File: src/rtl/phase_pwm_pkg.sv
package phase_pwm_pkg;
  localparam int CW_W      = 32;
  localparam int EN_POS    = 31;
  localparam int REQ_POS   = 30;
  localparam int STEP_LSB  = 8;
  localparam int DUTY_W    = 8;

  // high phase: top byte strictly above the inverted duty code
  function automatic logic level_high(input logic [DUTY_W-1:0] top,
                                      input logic [DUTY_W-1:0] code);
    return top > code;
  endfunction
endpackage

File: src/rtl/phase_pwm_regs.sv
module phase_pwm_regs
  import phase_pwm_pkg::*;
#(
  parameter int INC_W    = 10,
  parameter bit EARLY_EN = 1'b0
) (
  input  logic              clk,
  input  logic              rst_n,
  input  logic              wr_en,
  input  logic [CW_W-1:0]   wr_data,
  input  logic              cyc_start,
  output logic              en_q,
  output logic              req_q,
  output logic [INC_W-1:0]  step_sh,
  output logic [DUTY_W-1:0] duty_sh,
  output logic [INC_W-1:0]  step_act,
  output logic [DUTY_W-1:0] duty_act,
  output logic [CW_W-1:0]   rd_data
);
  logic              cfg_take;
  logic              en_d;
  logic              en_rise;
  logic              boundary;
  logic [INC_W-1:0]  step_d;
  logic [DUTY_W-1:0] duty_d;

  assign cfg_take = wr_en & ~req_q;
  assign en_d     = wr_en ? (wr_data[EN_POS] & (en_q | EARLY_EN | ~req_q)) : en_q;
  assign en_rise  = ~en_q & en_d;
  assign boundary = req_q & (cyc_start | ~en_q);
  assign step_d   = cfg_take ? wr_data[STEP_LSB +: INC_W] : step_sh;
  assign duty_d   = cfg_take ? wr_data[DUTY_W-1:0] : duty_sh;

  always_ff @(posedge clk or negedge rst_n) begin
    if (!rst_n) begin
      en_q     <= 1'b0;
      req_q    <= 1'b0;
      step_sh  <= '0;
      duty_sh  <= '0;
      step_act <= '0;
      duty_act <= '0;
    end else begin
      en_q    <= en_d;
      step_sh <= step_d;
      duty_sh <= duty_d;
      if (boundary || en_rise) req_q <= 1'b0;
      else if (cfg_take)       req_q <= wr_data[REQ_POS];
      if (en_rise) begin
        step_act <= step_d;
        duty_act <= duty_d;
      end else if (boundary) begin
        step_act <= step_sh;
        duty_act <= duty_sh;
      end
    end
  end

  always_comb begin
    rd_data                      = '0;
    rd_data[EN_POS]              = en_q;
    rd_data[REQ_POS]             = req_q;
    rd_data[STEP_LSB +: INC_W]   = step_sh;
    rd_data[DUTY_W-1:0]          = duty_sh;
  end
endmodule

File: src/rtl/phase_pwm_accum.sv
module phase_pwm_accum
  import phase_pwm_pkg::*;
#(
  parameter int INC_W = 10
) (
  input  logic              clk,
  input  logic              rst_n,
  input  logic              run,
  input  logic [INC_W-1:0]  step,
  output logic [DUTY_W-1:0] top,
  output logic              wrap
);
  localparam int TOP_LSB = INC_W - DUTY_W;

  logic [INC_W-1:0] phase_q;
  logic [INC_W:0]   sum;

  assign sum  = {1'b0, phase_q} + {1'b0, step};
  assign wrap = run & sum[INC_W];
  assign top  = phase_q[TOP_LSB +: DUTY_W];

  always_ff @(posedge clk or negedge rst_n) begin
    if (!rst_n)   phase_q <= '0;
    else if (run) phase_q <= sum[INC_W-1:0];
    else          phase_q <= '0;
  end
endmodule

File: src/rtl/phase_pwm_cmp.sv
module phase_pwm_cmp
  import phase_pwm_pkg::*;
(
  input  logic              en,
  input  logic [DUTY_W-1:0] top,
  input  logic [DUTY_W-1:0] code,
  output logic              level
);
  assign level = en & level_high(top, code);
endmodule

File: src/rtl/phase_pwm.sv
module phase_pwm
  import phase_pwm_pkg::*;
#(
  parameter int INC_W    = 10,
  parameter bit EARLY_EN = 1'b0
) (
  input  logic        clk,
  input  logic        rst_n,
  input  logic        wr_en,
  input  logic [31:0] wr_data,
  output logic [31:0] rd_data,
  output logic        pwm_out
);
  logic              en_q;
  logic              req_q;
  logic              wrap;
  logic [INC_W-1:0]  step_sh;
  logic [INC_W-1:0]  step_act;
  logic [DUTY_W-1:0] duty_sh;
  logic [DUTY_W-1:0] duty_act;
  logic [DUTY_W-1:0] top;

  phase_pwm_regs #(.INC_W(INC_W), .EARLY_EN(EARLY_EN)) regs_i (
    .clk(clk), .rst_n(rst_n), .wr_en(wr_en), .wr_data(wr_data),
    .cyc_start(wrap), .en_q(en_q), .req_q(req_q),
    .step_sh(step_sh), .duty_sh(duty_sh),
    .step_act(step_act), .duty_act(duty_act), .rd_data(rd_data)
  );

  phase_pwm_accum #(.INC_W(INC_W)) accum_i (
    .clk(clk), .rst_n(rst_n), .run(en_q), .step(step_act),
    .top(top), .wrap(wrap)
  );

  phase_pwm_cmp cmp_i (
    .en(en_q), .top(top), .code(duty_act), .level(pwm_out)
  );
endmodule

File: config.mk
export PLATFORM = sky130hd
export DESIGN_NAME = phase_pwm
export DESIGN_NICKNAME = d
export VERILOG_FILES = /design/src/rtl/phase_pwm_pkg.sv /design/src/rtl/phase_pwm_regs.sv /design/src/rtl/phase_pwm_accum.sv /design/src/rtl/phase_pwm_cmp.sv /design/src/rtl/phase_pwm.sv
export SDC_FILE = /design/constraint.sdc
export NUM_CORES = 1
export LEC_CHECK = 0
export ABC_AREA = 1
export BUFFER_PORTS_ARGS = -buffer_cell sky130_fd_sc_hd__buf_2
export CORE_MARGIN = 5
export CORE_UTILIZATION = 60
export CTS_BUF_LIST = sky130_fd_sc_hd__clkbuf_4 sky130_fd_sc_hd__clkbuf_8
export DETAILED_ROUTE_END_ITERATION = 8
export PLACE_DENSITY_LB_ADDON = 0.2
export SLEW_MARGIN = 25
export SYNTH_ARGS = -nofsm -noshare
export SYNTH_HDL_FRONTEND = slang
export SYNTH_SLANG_ARGS = --single-unit
export TNS_END_PERCENT = 10
File: constraint.sdc
create_clock -name clk -period 4.31 [get_ports clk]
set_input_delay 0 -clock clk [delete_from_list [all_inputs] [get_ports clk]]
set_output_delay 0 -clock clk [all_outputs]
set_load 0.005 [all_outputs]
==> impl_metrics.env <==
export IMPL_yosysTopAreaCellShare_pct=42.9
export IMPL_dr_wl_met3_um=271
export IMPL_coreArea_um2=4440
export IMPL_crit_required_ps=4510
export IMPL_power_density_nw_per_um2=712
export IMPL_wl_met2_um=2760
export IMPL_fmax_mhz=477
export IMPL_wl_um=6040
export IMPL_async_reset_ff_share_pct=100
export IMPL_antenna_found_initial=0
export IMPL_overflow=0
export IMPL_syn_area_um2=2800
export IMPL_yosysWarnings=0
export IMPL_cpPeakStageDelay_ps=450
export IMPL_synth_cell_types=30
export IMPL_clock_sinks=48
export IMPL_die_x_um=78.3
export IMPL_vias=2390
export IMPL_critical_path_buf_inv_count=2
export IMPL_drc_errors=0
export IMPL_hold_path_class="in2reg"
export IMPL_drt_first_pass_iters=4
export IMPL_gp_congestion=0.830
export IMPL_path_common_cell="nand2_1"
export IMPL_clock_latency_ps=310
export IMPL_clk_pin_slew_ps=100
export IMPL_synth_commonest_cells="nand2_1, dfrtp_1, inv_1"
export IMPL_hold_viol_final=0
export IMPL_fin_util_pct=73.6
export IMPL_vias_per_cell=5.14
export IMPL_place_ws_ps=2230
export IMPL_ys_ff_latch=48
export IMPL_startpoint_type="flop"
export IMPL_num_rows=24
export IMPL_synth_seq_area_share_pct=42.9
export IMPL_max_slew_margin_pct=59.7
export IMPL_crit_arrival_ps=2290
export IMPL_outcome="finished, final reports clean"
export IMPL_cts_tree="done"
export IMPL_dieArea_um2=6130
export IMPL_initial_utilization_pct=63.0
export IMPL_critPathSlowestCell="dfrtp_1"
export IMPL_avgSynthCellArea_um2=7.93
export IMPL_crit_family="simple AND/OR/NAND/NOR gates"
export IMPL_cp_depth=8
export IMPL_timing_hold_ws_ps=27.9
export IMPL_numCtsBuffers=5
export IMPL_dp_hpwl_um=4110
export IMPL_cts_root_buf="clkbuf_8"
export IMPL_grt_usage_pct=21.7
export IMPL_postSynthCellCount=353
export IMPL_whs_path_depth=3
export IMPL_worst_setup_path_type="reg2reg"
export IMPL_synth_edf_count=0
export IMPL_ir_worst_vdd_mv=0.334
export IMPL_fin_tns_setup_ps=0
export IMPL_final_setup_viol_count=0
export IMPL_ant_nets=0
export IMPL_min_period_over_period_pct=48.6
export IMPL_critPathMaxFanout=37
export IMPL_cts_resized_gates=0
export IMPL_grt_setup_unrepaired="no"
export IMPL_synth_flop_cell="dfrtp_1"
export IMPL_max_slew_worst_pin_slew_ps=604
export IMPL_slew_violations=0
export IMPL_finClkSkew_ps=12.6
export IMPL_ios=68
export IMPL_cap_violations=0
export IMPL_maxUsedRoutingLayer="met4"
export IMPL_diodes=0
export IMPL_die_h_um=78.3
export IMPL_syn_to_final_growth_pct=16.9
export IMPL_fin_nets=466
export IMPL_first_iter_violations=103
export IMPL_port_buffers=43
export IMPL_post_drt_wl_per_cell_um=13.0
export IMPL_grt_pass1_vias=2333
export IMPL_synth_top_cell_by_area="dfrtp_1"
export IMPL_path_cells="inv_2, nand2_4, a22oi_2, nand2_2, inv_4, o21ai_0, nand2_1, nand2_1"
export IMPL_end_kind="flop"
export IMPL_drive_above_1_share_pct=14.8
export IMPL_fin_ws_ps=2220
export IMPL_grt_pass1_wl_um=10800
export IMPL_ys_top_cells_by_area="dfrtp_1, nand2_1, ha_1"
export IMPL_cts_buffer_depth=2
export IMPL_p_leak_nw=1.79
export IMPL_nFillCells=322
export IMPL_r2r_worst_path_cells=8
export IMPL_htree_levels=2
export IMPL_layout_min_cycle_time_ps=2090
export IMPL_grt_max_degree=49
export IMPL_synthMostInstantiatedCell="nand2_1"
export IMPL_wl_met1_um=2860
-- cell usage in the layout, fill, tap and decap left out --
master	n
xnor2_1	1
inv_6	1
nand3_2	1
nand2_1	84
o21ai_1	7
nor3_1	1
inv_4	1
bufinv_16	1
clkbuf_8	5
a21oi_1	32
a21boi_0	1
buf_4	1
inv_2	2
dlygate4sd3_1	22
buf_2	43
nand2_4	2
nand2_8	1
dfrtp_1	48
ha_1	18
a22oi_2	1
a21o_1	2
nor2_1	39
a211oi_1	1
o21ai_0	16
fa_1	1
o21bai_1	1
nand4_1	1
conb_1	12
inv_1	41
nand2_2	1
o31ai_1	1
clkinvlp_4	1
nand3_1	23
-- stage by stage --
stage,instances,instance area (um^2),total power [W]
CTS,465,3270,0.00233
detailed placement,435,2940,0.00197
finish,465,3270,0.00233
global route,465,3270,0.00260
global placement,435,2940,0.00192
floorplan,364,2840,0.00171
-- logic make-up after synthesis --
| logic type | after synthesis | synth area share (%) |
|---|---|---|
| simple gates | 153 | 23.1 |
| flops | 48 | 42.9 |
| other cells | 1 | 0.134 |
| compound gates | 62 | 11.9 |
| buf+inv | 69 | 12.9 |
| fa+ha+maj | 19 | 8.76 |
| xor+xnor | 1 | 0.313 |
-- worst paths after layout --
kind                                    start                  to  slack [ps]
setup / recovery                 regs_i.req_q  regs_i.duty_act[2]        2220
hold / removal                          wr_en        regs_i.req_q          30
min in group asynchronous               rst_n  accum_i.phase_q[2]         300
hold reg to reg            regs_i.duty_act[1]  regs_i.duty_act[1]         520
setup reg to reg                 regs_i.req_q  regs_i.duty_act[2]        2220
max in group asynchronous               rst_n  regs_i.duty_act[1]        3590
-- where the power goes --
part | internal (W) | switching (W)
clock network | 0.000175 | 0.000166
logic | 0.000463 | 0.000725
registers | 0.000657 | 0.000144
total | 0.00130 | 0.00103
-- sequential cells by signal, indices dropped and copies added, names as in the netlist --
register	count
regs_i.en_q	1
accum_i.phase_q	10
regs_i.req_q	1
regs_i.step_act	10
regs_i.duty_sh	8
regs_i.duty_act	8
regs_i.step_sh	10
-- timing repair --
item                      CTS  global route
hold buffers               22             0
hold endpoints to repair   68             0
buffers inserted            0             0
-- cell type report --
type	count	area (um^2)	share of cell area, %
tap	52	65.1	1.99
sequential	48	1200	36.7
timing repair buffer	66	443	13.5
multi-input combinational	247	1280	39.1
clock inverter	3	46.3	1.42
clock buffer	5	68.8	2.10
inverter	44	168	5.13
-- routing by layer --
layer / vias to the layer above / track usage, %
met5: - / 0
met4: 0 / 8.74
met3: 14 / 4.00
met2: 63 / 34.5
met1: 1093 / 29.3
li1: 1220 / -
-- worst reg2reg max path: cells and delay by family, from the launching register on --
family | cells | cell delay (ps)
flip-flops | 1 | 450
AO/OA/AOI/OAI | 2 | 420
AND/OR/NAND/NOR | 4 | 650
buffers and inverters | 2 | 460
Power figures use the tool's default switching activity.
